--- src/rtl/gg_pkg.sv ---
package gg_pkg;

  typedef enum logic [1:0] {
    LEG_OFF = 2'd0,
    LEG_HI  = 2'd1,
    LEG_LO  = 2'd2
  } legState_e;

  // Strobes from the fault control to every leg datapath.
  typedef struct packed {
    logic forceOff;
  } guardStrobe_t;

endpackage

--- src/rtl/gg_fault_ctrl.sv ---
module gg_fault_ctrl
  import gg_pkg::*;
#(
  parameter int NUM_TRIPS   = 5,
  parameter int FILT_CYCLES = 4
) (
  input  logic                 clk,
  input  logic                 rstN,
  input  logic [NUM_TRIPS-1:0] tripIn,
  input  logic                 faultClear,
  output guardStrobe_t         strobe,
  output logic                 faultActive,
  output logic [NUM_TRIPS-1:0] faultCause
);

  localparam int CNT_W = (FILT_CYCLES < 2) ? 1 : $clog2(FILT_CYCLES);
  localparam logic [CNT_W-1:0] CNT_LAST = CNT_W'(FILT_CYCLES - 1);

  logic [NUM_TRIPS-1:0] syncA, syncB, qual;
  logic [CNT_W-1:0]     runLen [NUM_TRIPS];
  logic                 faultQ;
  logic [NUM_TRIPS-1:0] causeQ;
  logic [NUM_TRIPS-1:0] firstBit;
  logic                 anyQual, anySync;

  always_ff @(posedge clk) begin
    if (!rstN) begin
      syncA <= '0;
      syncB <= '0;
    end else begin
      syncA <= tripIn;
      syncB <= syncA;
    end
  end

  // Per-trip run-length glitch filter, saturating at the qualify count.
  for (genvar t = 0; t < NUM_TRIPS; t++) begin : g_filt
    always_ff @(posedge clk) begin
      if (!rstN || !syncB[t])      runLen[t] <= '0;
      else if (runLen[t] != CNT_LAST) runLen[t] <= runLen[t] + 1'b1;
    end
    assign qual[t] = syncB[t] && (runLen[t] == CNT_LAST);
  end

  assign anyQual  = |qual;
  assign anySync  = |syncB;
  assign firstBit = qual & (~qual + 1'b1);

  always_ff @(posedge clk) begin
    if (!rstN) begin
      faultQ <= 1'b0;
      causeQ <= '0;
    end else if (anyQual) begin
      faultQ <= 1'b1;
      if (!faultQ) causeQ <= firstBit;
    end else if (faultQ && faultClear && !anySync) begin
      faultQ <= 1'b0;
      causeQ <= '0;
    end
  end

  assign strobe.forceOff = faultQ | anyQual;
  assign faultActive     = faultQ;
  assign faultCause      = causeQ;

endmodule

--- src/rtl/gg_leg.sv ---
module gg_leg
  import gg_pkg::*;
#(
  parameter int DT_W = 8
) (
  input  logic            clk,
  input  logic            rstN,
  input  logic            cmdHi,
  input  logic            cmdLo,
  input  logic [DT_W-1:0] deadCycles,
  input  guardStrobe_t    strobe,
  output logic            gateHi,
  output logic            gateLo
);

  legState_e       req, pend, active;
  logic [DT_W-1:0] dtCnt;

  always_comb begin
    unique case ({cmdHi, cmdLo})
      2'b10:   req = LEG_HI;
      2'b01:   req = LEG_LO;
      default: req = LEG_OFF;
    endcase
  end

  always_ff @(posedge clk) begin
    if (!rstN) begin
      pend   <= LEG_OFF;
      active <= LEG_OFF;
      dtCnt  <= '0;
    end else if (strobe.forceOff || req != pend) begin
      // Fault or new request: release both gates and restart dead time.
      pend   <= req;
      active <= LEG_OFF;
      dtCnt  <= deadCycles;
    end else if (active != pend) begin
      if (dtCnt != '0) dtCnt  <= dtCnt - 1'b1;
      else             active <= pend;
    end
  end

  assign gateHi = (active == LEG_HI);
  assign gateLo = (active == LEG_LO);

endmodule

--- src/rtl/gg_gate_guard.sv ---
module gg_gate_guard
  import gg_pkg::*;
#(
  parameter int NUM_LEGS    = 3,
  parameter int DT_W        = 8,
  parameter int FILT_CYCLES = 4
) (
  input  logic                  clk,
  input  logic                  rstN,
  input  logic [DT_W-1:0]       deadCycles,
  input  logic [NUM_LEGS-1:0]   cmdHi,
  input  logic [NUM_LEGS-1:0]   cmdLo,
  input  logic [NUM_LEGS-1:0]   ocTrip,
  input  logic                  curLimit,
  input  logic                  voltLimit,
  input  logic                  faultClear,
  output logic [NUM_LEGS-1:0]   gateHi,
  output logic [NUM_LEGS-1:0]   gateLo,
  output logic                  faultActive,
  output logic [NUM_LEGS+1:0]   faultCause
);

  localparam int NUM_TRIPS = NUM_LEGS + 2;

  guardStrobe_t         strobe;
  logic [NUM_TRIPS-1:0] tripVec;

  assign tripVec = {voltLimit, curLimit, ocTrip};

  gg_fault_ctrl #(.NUM_TRIPS(NUM_TRIPS), .FILT_CYCLES(FILT_CYCLES)) u_ctrl (
    .clk(clk), .rstN(rstN), .tripIn(tripVec), .faultClear(faultClear),
    .strobe(strobe), .faultActive(faultActive), .faultCause(faultCause)
  );

  for (genvar l = 0; l < NUM_LEGS; l++) begin : g_leg
    gg_leg #(.DT_W(DT_W)) u_leg (
      .clk(clk), .rstN(rstN), .cmdHi(cmdHi[l]), .cmdLo(cmdLo[l]),
      .deadCycles(deadCycles), .strobe(strobe),
      .gateHi(gateHi[l]), .gateLo(gateLo[l])
    );
  end

endmodule

--- config.mk ---
export PLATFORM = sky130hd
export DESIGN_NAME = gg_gate_guard
export DESIGN_NICKNAME = d
export VERILOG_FILES = /design/src/rtl/gg_pkg.sv /design/src/rtl/gg_fault_ctrl.sv /design/src/rtl/gg_leg.sv /design/src/rtl/gg_gate_guard.sv
export SDC_FILE = /design/constraint.sdc
export NUM_CORES = 1
export LEC_CHECK = 0
export ABC_AREA = 1
export ABC_CLOCK_PERIOD_IN_PS = 1700
export BUFFER_PORTS_ARGS = -buffer_cell sky130_fd_sc_hd__buf_2
export CORE_ASPECT_RATIO = 1.5
export CORE_MARGIN = 2
export CORE_UTILIZATION = 35
export DETAILED_ROUTE_END_ITERATION = 6
export HOLD_SLACK_MARGIN = 0.08
export PLACE_DENSITY_LB_ADDON = 0.08
export SYNTH_ARGS = -nofsm -noshare
export SYNTH_HDL_FRONTEND = slang
export SYNTH_SLANG_ARGS = --single-unit
--- constraint.sdc ---
create_clock -name clk -period 1.7 [get_ports clk]
set_clock_uncertainty 0.1 [all_clocks]
set_input_delay 0.085 -clock clk [delete_from_list [all_inputs] [get_ports clk]]
set_output_delay 0.085 -clock clk [all_outputs]
set_load 0.01 [all_outputs]
Word level (Yosys, flattened, before mapping):

Memories as Yosys holds them, arrays and structs flattened.
Cells that the tools add are included.
W data, S select, Z words.

* register bits after elaboration: 52
* RAM bits: 10
* input bits: 22
* output and inout bits: 12
* logic and storage cells: 155
* memories kept: 1

* $add $sub $neg: 9
* eq/ne operators: 29
* multiplexer cells: 47
* bitwise logic cells: 12
* reduce and logical (&&, ||, !) cells: 44

Memory list
* u_ctrl.runLen: words 5, width 2, rd ports 5, clocked after Yosys merged registers in 0, write ports 5, RTL line gg_fault_ctrl.sv:20 `logic [CNT_W-1:0] runLen [NUM_TRIPS];`

Operators by type and width (count)
* $mux W8: 9
* $mux W1: 27
* $reduce_bool A8 Y1: 3
* $sub A8 B1 Y8 const B: 3
* $eq A2 B2 Y1 const B: 11
* $mux W5: 3
* $reduce_and A2 Y1: 7
* $reduce_bool A2 Y1: 7
* $eq A2 B1 Y1 const B: 6
* $ne A2 B2 Y1: 6
* $ne A2 B2 Y1 const B: 6
* $pmux W2 S2: 3
* $add A2 B1 Y2 const B: 5
* $mux W2: 5
* $reduce_or A5 Y1: 2
* $logic_or A1 B1 Y1: 8
* $logic_and A1 B1 Y1: 7
* $logic_not A1 Y1: 7
* $or A1 B1 Y1: 6
* $reduce_or A2 Y1: 3
* $add A5 B1 Y5 const B: 1
* $and A5 B5 Y5: 1
* $not A5 Y5: 1
* $not A1 Y1: 4

Depth between registers and ports, before layout:

Gate-level depths: netlist of the first run.

* depth after elaboration: 7
* mapped depth: 12
* mapped depth without buffers: 11

Modules after synthesis:

A second synthesis of the first run with hierarchy kept.

* cells, all modules: 527
* area total of the unflattened synthesis: 3711.1 sq um

By module, submodules not included
* gg_leg: instances 3, cells each 130, area an instance 834.6 sq um, seq. area each 240.2 sq um
* gg_fault_ctrl: instances 1, cells each 137, area an instance 1207.4 sq um, seq. area each 620.6 sq um

Worst setup path after synthesis of the first run:

No wires, ideal clock.

* kind: register to register
* start: mem u_ctrl.runLen[1][0] (netlist bit)
* end: reg g_leg[0].u_leg.dtCnt[5]
* setup time: 0.128 ns
* arrival: 1.536 ns
* data required time: 1.472 ns
* slack: -0.063 ns
* stages on the path, launching flop included: 12
* path buffers: 0
* clock period less this slack: 1.763 ns
* cell sequence: edfxtp_1 ha_1 nand2_1 nand2_2 nor2_4 nand2_4 nor2_8 nand2_4 nand2_1 nand2_1 nor2_1 nor2_1

RTL lines
* start, declared: RTL line gg_fault_ctrl.sv:20
* end signal, assigned: RTL line gg_leg.sv:36 `dtCnt <= deadCycles;`
* end signal, assigned: RTL line gg_leg.sv:38 `if (dtCnt != '0) dtCnt <= dtCnt - 1'b1;`
* end, declared: RTL line gg_leg.sv:17 `logic [DT_W-1:0] dtCnt;`

==> results of run 1 <==
-- cell usage after synthesis (all sizes together) --
| master | number |
|---|---|
| ha | 11 |
| nor3 | 3 |
| nand4 | 9 |
| o21ai | 5 |
| a21oi | 2 |
| xnor2 | 5 |
| clkbuf | 3 |
| clkinv | 1 |
| buf | 9 |
| xor2 | 4 |
| a211oi | 6 |
| nand3b | 1 |
| nor2 | 131 |
| and2 | 1 |
| o22ai | 3 |
| inv | 86 |
| edfxtp | 10 |
| nand3 | 37 |
| nand2 | 193 |
| dfxtp | 52 |
| nor4 | 4 |
-- state kept, by name, indices dropped and copies added, names as in the netlist --
name,flops
g_leg.u_leg.active,6
g_leg.u_leg.dtCnt,24
g_leg.u_leg.pend,6
u_ctrl.faultActive,1
u_ctrl.faultCause,5
u_ctrl.runLen,10
u_ctrl.syncA,5
u_ctrl.syncB,5
-- worst paths after layout --
kind | start | endpoint | slack, ns | depth (start not counted)
setup / recovery | u_ctrl.runLen[0][0] | g_leg[1].u_leg.dtCnt[3] | -0.14 | 10
hold reg to reg | u_ctrl.syncA[2] | u_ctrl.syncB[2] | 0.31 | 2
hold / removal | deadCycles[0] | g_leg[0].u_leg.dtCnt[0] | 0.08 | 5
setup reg to reg | u_ctrl.runLen[0][0] | g_leg[1].u_leg.dtCnt[3] | -0.14 | 10
-- layout make-up --
type                            instances  area (um2)
Clock buffer                           14       285.3
Clock inverter                          2       37.54
Fill cell                            1105        5413
Inverter                               87       326.6
Multi-Input combinational cell        418        2202
Sequential cell                        62        1341
Tap cell                              144       180.2
Timing Repair Buffer                   94       689.4
-- critical path: stages, from the launching register on --
cell and delay (ns):
edfxtp_1 0.38, ha_2 0.20, nand2_2 0.08, nand2_2 0.08, nor2_4 0.16, nand3_4 0.23
nor2_4 0.26, nand2_1 0.10, nand2_1 0.09, nor2_1 0.04, nor2_1 0.07
-- layer usage --
layer	part of all wire	global-route usage
met4	0.035	0.09358
met5	0	0
met1	0.41	0.1857
met3	0.023	0.02764
met2	0.54	0.3481
-- power by group through the flow --
stage | clock [mW] | sequential (mW) | combinational [mW]
floorplan | 0 | 1.70 | 0.916
global placement | 0 | 1.72 | 1.24
detailed placement | 0 | 1.72 | 1.25
CTS | 2.00 | 1.69 | 1.33
global route | 2.06 | 1.70 | 1.56
finish | 1.97 | 1.69 | 1.37
-- kinds of logic (layout without fill, tap and decap cells) --
logic type | after synthesis | count (layout)
AO/OA/AOI/OAI | 16 | 16
buffers and inverters | 99 | 197
AND/OR/NAND/NOR | 379 | 382
flip-flops | 62 | 62
adder cells (fa/ha/maj) | 11 | 11
XOR/XNOR | 9 | 9
-- stage by stage --
step	setup WS, ns	cells	instance area, um2
global placement	-0.1039	775	4273
global route	-0.3039	821	5062
floorplan	-0.01442	576	3745
detailed placement	-0.1371	775	4273
finish	-0.1426	821	5062
CTS	-0.1298	818	4888
-- repair_timing --
action,in CTS,in global routing
hold endpoints to repair,32,0
endpoints found under the setup margin,35,35
hold buffers,22,0
gates cloned,2,1
resized for setup,10,38
pin swaps,8,24
buffers inserted,3,2
==> results.yml, run 1 <==
synth:
  synth_top_area_cell: "dfxtp_1"
  synth_xor_area_frac: 0.02113
  syn-mean-instance-area_um2: 6.475
  syn-num-nets: 609
  ys_seq_area_frac: 0.3596
  synth-seq-cells: 62
  synth-simple-area-share: 0.4488
  synth_top_area_share: 0.2791
  yosysWarningCount: 0
  synthCells: 576
  synth.distinct_cells: 29
  synth_top_family_by_area: "simple AND/OR/NAND/NOR gates"
  synthesis.area_um2: 3730
  synthTopCellsByArea: "dfxtp_1 (28%), nand2_1 (18%), nor2_1 (12%)"
  synth_fa_ha_area_frac: 0.03690
  synth-compound-area-share: 0.02650
  synth_mux_area_frac: 0
timing:
  setup_ws_ns: -0.1426
  hold_viol: 0
  maxSlewViolCount: 0
  fin_crit_sh: 1.084
  relSlewSlack: 0.7456
  period_minus_slack_ns: 1.843
  setup_tns_ns: -2.664
  hold_ws_ns: 0.08092
  fmax_mhz: 542.7
  tightest_slew_ns: 0.3804
  grt_setup_unrepaired: "true"
  setup_violations: 30
global_route:
  grt_first_pass_wirelength_um: 16170
  grt_max_degree: 25
  gr-usage-all-layers: 0.1820
  overflow: 0
  grt_pass1_vias: 3694
  antenna_found_initial: 0
finish:
  layout_commonest_cell: "nand2_1"
  n_antenna_cell: 0
  fin_util: 0.4833
  nets: 705
  syn2layout_area_growth_pct: 35.73
  drive_gt1_frac: 0.2216
  layout_common_cells: "nand2_1 (173), nor2_1 (117), inv_1 (86)"
setup_path:
  startpoint_type: "flip-flop"
  crit_type: "reg2reg"
  required_ns: 1.87
  cp.arrival_ns: 2.01
  endpoint_kind: "flip-flop"
  cp_max_fo: 7
route:
  drt_iter0_drc: 120
  firstDrtPassIters: 4
  drtAntennaViolNets: 0
  wirelength_um: 9801
  drc: 0
  viasPerCell: 4.498
  vias: 3693
  routedWlPerCell_um: 11.94
placed_design:
  dpl.hpwl_um: 7282
  gp_congestion: 0.8411
  portBuffers: 33
floorplanning:
  start_util: 0.3561
  num_rows: 46
  core-area_um2: 10480
  die-height_um: 130.4
  io_pins: 34
  die_width_um: 88.29
  die-area_um2: 11520
run_status:
  violations: "setup timing"
  status: "finished with violations"
clocking:
  cts_tree: "done"
  clk_path_buf_depth: 2
  worstSkewPairLatency_ns: 0.34
  cts.htree.levels: 3
  cts_root_buffer: "clkbuf_16"
  numCtsBuffers: 9
  clk_pin_slew_ns: 0.05
  clock-sinks: 62
pwr:
  p_int_mw: 3.444
  peakVddDrop_mv: 0.5762
  comb_power_share: 0.272
  p_sw_frac: 0.3156
  p_sw_mw: 1.589
  power_density_nw_per_um2: 994.2
  leakage_nw: 2.670
  power.share.clock: 0.391
  power_frac_seq: 0.336
  fin_total_pwr_mw: 5.033
flow_run:
  drv_cap: 0
worst_hold_path:
  worstHoldPathType: "in2reg"
Note: power is estimated with default switching activity, not from simulation.
==> run 2, diff against run 1 <==
CELL_PAD_IN_SITES_DETAIL_PLACEMENT = 1   (was not set)
CELL_PAD_IN_SITES_GLOBAL_PLACEMENT = 2   (was not set)
CORE_UTILIZATION = 29   (was 35)
SKIP_LAST_GASP = 1   (was not set)
==> results.yml, run 2 (same netlist as run 1, synthesis figures left out) <==
run_status:
  status: "finished with violations"
  violations: "setup timing"
finish:
  top_regs: "g_leg.u_leg.dtCnt: 24 flops, u_ctrl.runLen: 10 flops"
  top_register: "g_leg.u_leg.dtCnt"
  fin_area_um2: 5050
  layout_commonest_cell: "nand2_1"
  drive_gt1_frac: 0.2229
  fillers: 1619
  n_antenna_cell: 0
  layout_common_cells: "nand2_1 (175), nor2_1 (111), inv_1 (86)"
  fin_cells: 838
  syn2layout_area_growth_pct: 35.39
  nets: 710
  largest_reg_flops: 24
pwr:
  power_density_nw_per_um2: 950.5
  p_int_mw: 3.148
  p_sw_frac: 0.3441
  power.share.clock: 0.348
  p_sw_mw: 1.652
  leakage_nw: 2.618
  power_frac_seq: 0.351
  fin_total_pwr_mw: 4.800
  comb_power_share: 0.301
  peakVddDrop_mv: 0.5622
placed_design:
  dp_cells: 791
  placed_cell_area_um2: 4330
  gp_congestion: 0.8041
  pre_cts_slack_ns: -0.1795
  portBuffers: 33
  dpl.hpwl_um: 8715
setup_path:
  required_ns: 1.86
  endpoint_kind: "flip-flop"
  cp.arrival_ns: 2.01
  cp_max_fo: 5
  ff2ff_setup_slack_ns: -0.15
  r2r-end: "g_leg[0].u_leg.dtCnt[6]"
  r2r_start: "u_ctrl.runLen[2][0]"
  max_stage_delay_ns: 0.39
  crit_chain: "ha_2 -> nand2_2 -> nand2_2 -> nor2_4 -> buf_4 -> nand3_4 -> buf_12 -> nor2_4 -> nand2_1 -> nand2_1 -> nor2_1 -> nor2_1"
  crit_slowest_cell: "edfxtp_1"
  reg2reg_depth: 12
  startpoint_type: "flip-flop"
  crit_type: "reg2reg"
global_route:
  antenna_found_initial: 0
  overflow: 0
  gr-usage-all-layers: 0.1718
  grt_pass1_vias: 3965
  grt_max_degree: 14
  grt_first_pass_wirelength_um: 18160
clocking:
  clk_path_buf_depth: 2
  clock-sinks: 62
  cts.htree.levels: 3
  cts_root_buffer: "clkbuf_16"
  cts_tree: "done"
  clk_pin_slew_ns: 0.06
  numCtsBuffers: 9
  worstSkewPairLatency_ns: 0.33
route:
  drt_iter0_drc: 72
  drtAntennaViolNets: 0
  routedWlPerCell_um: 13.22
  vias: 3751
  firstDrtPassIters: 4
  drc: 0
  wirelength_um: 11080
  viasPerCell: 4.476
worst_hold_path:
  min_from: "deadCycles[0]"
  hold_depth: 5
  hold_path_end: "g_leg[0].u_leg.dtCnt[0]"
  worstHoldPathType: "in2reg"
floorplanning:
  num_rows: 50
  die_width_um: 96.60
  io_pins: 34
  die-area_um2: 13800
  core-area_um2: 12510
  start_util: 0.2981
  die-height_um: 142.9
timing:
  setup_violations: 28
  fmax_mhz: 540.0
  grt_setup_unrepaired: "true"
  period_minus_slack_ns: 1.852
  relSlewSlack: 0.7251
  fin_crit_sh: 1.089
  maxSlewViolCount: 0
  tightest_slew_ns: 0.4112
  setup_tns_ns: -3.127
  setup_ws_ns: -0.1518
  hold_viol: 0
flow_run:
  drv_cap: 0
[run 2: critical path, delay by kind of cell (launching register included)]
kind,cells,cell delay [ns]
simple gates,9,0.79
fa+ha+maj,1,0.20
buf+inv,2,0.29
flops,1,0.39
[run 2: layout make-up]
class | count | area [um2] | share of cell area
Sequential cell | 62 | 1341 | 0.2656
Inverter | 87 | 326.6 | 0.06467
Tap cell | 156 | 195.2 | 0.03865
Timing Repair Buffer | 100 | 759.5 | 0.1504
Multi-Input combinational cell | 417 | 2151 | 0.4259
Clock buffer | 9 | 225.2 | 0.04460
Clock inverter | 7 | 51.30 | 0.01016
[run 2: worst max-delay path by stage]
stage | endpoint | depth (start not counted) | start
after floorplan | g_leg[1].u_leg.dtCnt[3] | 11 | u_ctrl.runLen[3][0]
after global placement | g_leg[2].u_leg.dtCnt[6] | 11 | u_ctrl.runLen[0][0]
after detailed placement | g_leg[1].u_leg.dtCnt[1] | 11 | u_ctrl.runLen[0][0]
after CTS | g_leg[1].u_leg.dtCnt[3] | 11 | u_ctrl.runLen[0][0]
after global routing | g_leg[1].u_leg.dtCnt[1] | 11 | u_ctrl.runLen[2][0]
final | g_leg[0].u_leg.dtCnt[6] | 12 | u_ctrl.runLen[2][0]
[run 2: power by group through the flow]
stage | clock (mW) | combinational (mW) | sequential [mW]
floorplan | 0 | 0.916 | 1.70
global placement | 0 | 1.30 | 1.72
detailed placement | 0 | 1.33 | 1.72
CTS | 1.73 | 1.42 | 1.69
global route | 1.80 | 1.66 | 1.70
finish | 1.67 | 1.44 | 1.68
[run 2: layer usage]
layer | wire length (um) | GRT usage | vias to the layer above
met5 | 0 | 0 | -
met1 | 4542 | 0.1785 | 1750
li1 | - | - | 1957
met4 | 117 | 0.04596 | 0
met2 | 6185 | 0.3421 | 37
met3 | 236 | 0.02744 | 7
[run 2: repair_timing]
action                                 in CTS  in global routing
endpoints found under the hold margin      33                  0
resized for setup                          17                 24
gates cloned                                2                  0
pin swaps                                  11                  8
setup buffers                               2                  5
setup endpoints to repair                  35                 35
hold buffers                               22                  0
[run 2: metrics by stage]
step,utilization,hold slack [ns]
after CTS,0.3941,0.1059
final,0.4036,0.09222
after floorplan,-,0.08263
after detailed placement,0.3461,0.1738
after global routing,0.4036,0.1454
after global placement,0.3461,0.1687
==> run 3, diff against run 2 <==
--- a/config.mk
+++ b/config.mk
@@ -16,6 +16,7 @@
 export DETAILED_ROUTE_END_ITERATION = 6
 export HOLD_SLACK_MARGIN = 0.08
-export PLACE_DENSITY_LB_ADDON = 0.08
+export PLACE_DENSITY_LB_ADDON = 0.3
 export SKIP_LAST_GASP = 1
+export SLEW_MARGIN = 25
 export SYNTH_ARGS = -nofsm -noshare
 export SYNTH_HDL_FRONTEND = slang
==> constraint.sdc (replaced) <==
create_clock -name clk -period 1.7 [get_ports clk]
set_clock_uncertainty 0.1 [all_clocks]
set_input_delay 0.085 -clock clk [delete_from_list [all_inputs] [get_ports clk]]
set_output_delay 0.085 -clock clk [all_outputs]
set_load 0.1 [all_outputs]
==> results.yml, run 3 (same netlist as run 1, synthesis figures left out) <==
run_status:
  status: "finished with violations"
  violations: "setup timing"
finish:
  fillers: 1594
  top_register: "g_leg.u_leg.dtCnt"
  n_antenna_cell: 0
  syn2layout_area_growth_pct: 35.76
  layout_common_cells: "nand2_1 (166), nor2_1 (115), inv_1 (85)"
  top_regs: "g_leg.u_leg.dtCnt: 24 flops, u_ctrl.runLen: 10 flops"
  largest_reg_flops: 24
  drive_gt1_frac: 0.2247
  nets: 700
  layout_commonest_cell: "nand2_1"
  fin_cells: 828
placed_design:
  pre_cts_slack_ns: -0.1931
  dp_cells: 784
  gp_congestion: 0.8210
  dpl.hpwl_um: 8461
  portBuffers: 33
global_route:
  grt_max_degree: 16
  grt_pass1_vias: 3940
  overflow: 0
  gr-usage-all-layers: 0.1729
  grt_first_pass_wirelength_um: 18220
  antenna_found_initial: 0
clocking:
  worstSkewPairLatency_ns: 0.33
  clock-sinks: 62
  cts.htree.levels: 3
  clk_path_buf_depth: 2
  clk_pin_slew_ns: 0.06
  cts_tree: "done"
  numCtsBuffers: 9
  cts_root_buffer: "clkbuf_16"
route:
  wirelength_um: 11040
  firstDrtPassIters: 4
  drc: 0
  viasPerCell: 4.539
  vias: 3758
  drt_iter0_drc: 58
  drtAntennaViolNets: 0
  routedWlPerCell_um: 13.33
timing:
  maxSlewViolCount: 0
  fmax_mhz: 540.8
  relSlewSlack: 0.6627
  hold_ws_ns: 0.07898
  fin_crit_sh: 1.088
  setup_ws_ns: -0.1491
  period_minus_slack_ns: 1.849
  setup_violations: 29
  hold_viol: 0
  tightest_slew_ns: 0.5094
  grt_setup_unrepaired: "true"
setup_path:
  cp_common_cell: "nand2_4"
  endpoint_kind: "flip-flop"
  r2r-end: "g_leg[2].u_leg.dtCnt[3]"
  cp.arrival_ns: 2.01
  r2r_start: "u_ctrl.runLen[0][0]"
  cp_max_fo: 6
  reg2reg_depth: 11
  critical_path_depth: 11
  crit_path_start: "u_ctrl.runLen[0][0]"
  crit_type: "reg2reg"
  ff2ff_setup_slack_ns: -0.15
  endpoint: "g_leg[2].u_leg.dtCnt[3]"
  cp_num_buf_inv: 1
  max_stage_delay_ns: 0.41
  crit_family: "simple AND/OR/NAND/NOR gates"
  crit_chain: "ha_2 -> nand2_4 -> nand2_4 -> nor2_4 -> nand2_4 -> nor2_8 -> buf_6 -> nand3_4 -> nor2_2 -> nor2_1 -> nor2_1"
  required_ns: 1.86
  crit_slowest_cell: "edfxtp_1"
  startpoint_type: "flip-flop"
floorplanning:
  die-height_um: 142.9
  die-area_um2: 13800
  start_util: 0.2981
  core-area_um2: 12510
  io_pins: 34
  die_width_um: 96.60
  num_rows: 50
pwr:
  leakage_nw: 2.650
  power.share.clock: 0.390
  power_frac_seq: 0.320
  p_sw_frac: 0.3299
  power_density_nw_per_um2: 1044
  p_sw_mw: 1.744
  peakVddDrop_mv: 0.5334
  comb_power_share: 0.290
  p_int_mw: 3.542
flow_run:
  drv_cap: 0
worst_hold_path:
  worstHoldPathType: "in2reg"
[run 3: changes by cell type in the layout (fill, tap and decap cells not counted), sizes merged]
cell	change
buf	-9
bufinv	+2
clkbuf	+3
clkinv	-1
clkinvlp	-3
nor2	-2
[run 3: worst min-delay path by stage]
| stage | to | start | depth (start not counted) | slack (ns) |
|---|---|---|---|---|
| 2_1_floorplan | u_ctrl.syncA[0] | ocTrip[0] | 2 | 0.08 |
| 3_5_place_dp | u_ctrl.syncA[4] | voltLimit | 3 | 0.17 |
| 5_1_grt | g_leg[0].u_leg.dtCnt[0] | deadCycles[0] | 5 | 0.11 |
| 3_3_place_gp | u_ctrl.syncA[4] | voltLimit | 3 | 0.17 |
| 4_1_cts | g_leg[0].u_leg.dtCnt[0] | deadCycles[0] | 5 | 0.1 |
| 6_report | g_leg[0].u_leg.dtCnt[0] | deadCycles[0] | 5 | 0.08 |
[run 3: tightest hold or removal path, delay by kind of cell]
family,cells,cell delay (ns)
AND/OR/NAND/NOR,3,0.28
buffers and inverters,2,0.13
[run 3: cell type report]
cell class / count / area [um2] / share of cell area
Clock buffer: 11 / 252.7 / 0.04991
Clock inverter: 5 / 81.33 / 0.01606
Inverter: 87 / 326.6 / 0.06449
Tap cell: 156 / 195.2 / 0.03855
Sequential cell: 62 / 1343 / 0.2651
Timing Repair Buffer: 92 / 728.2 / 0.1438
Multi-Input combinational cell: 415 / 2137 / 0.4220
[run 3: metal layers]
metal	global-route usage	wire, um	share of wire
met1	0.1833	4479	0.41
met2	0.3322	6114	0.55
met3	0.03219	257	0.023
met4	0.05634	183	0.017
met5	0	0	0
[run 3: per-stage QoR]
step / utilization / TNS (ns) / total power [mW] / cell area, um2
6_report: 0.4047 / -3.005 / 5.287 / 5064
5_1_grt: 0.4047 / -6.878 / 5.632 / 5064
2_1_floorplan: - / -0.1776 / 2.702 / 3746
3_5_place_dp: 0.3410 / -5.042 / 3.105 / 4267
4_1_cts: 0.3926 / -4.102 / 5.281 / 4912
3_3_place_gp: 0.3410 / -2.665 / 3.073 / 4267
[run 3: power groups by stage]
stage               sequential [mW]  clock (mW)  combinational (mW)
global placement               1.72           0                1.35
CTS                            1.69        2.11                1.48
global route                   1.71        2.18                1.75
finish                         1.69        2.06                1.53
floorplan                      1.70           0                1.01
detailed placement             1.72           0                1.38
[run 3: repair_timing]
item | 4_1_cts | 5_1_grt
buffers inserted | 3 | 2
hold buffers | 22 | 0
endpoints found under the hold margin | 31 | 0
cloned | 0 | 1
pin swaps | 4 | 17
endpoints found under the setup margin | 35 | 35
resized for setup | 16 | 32
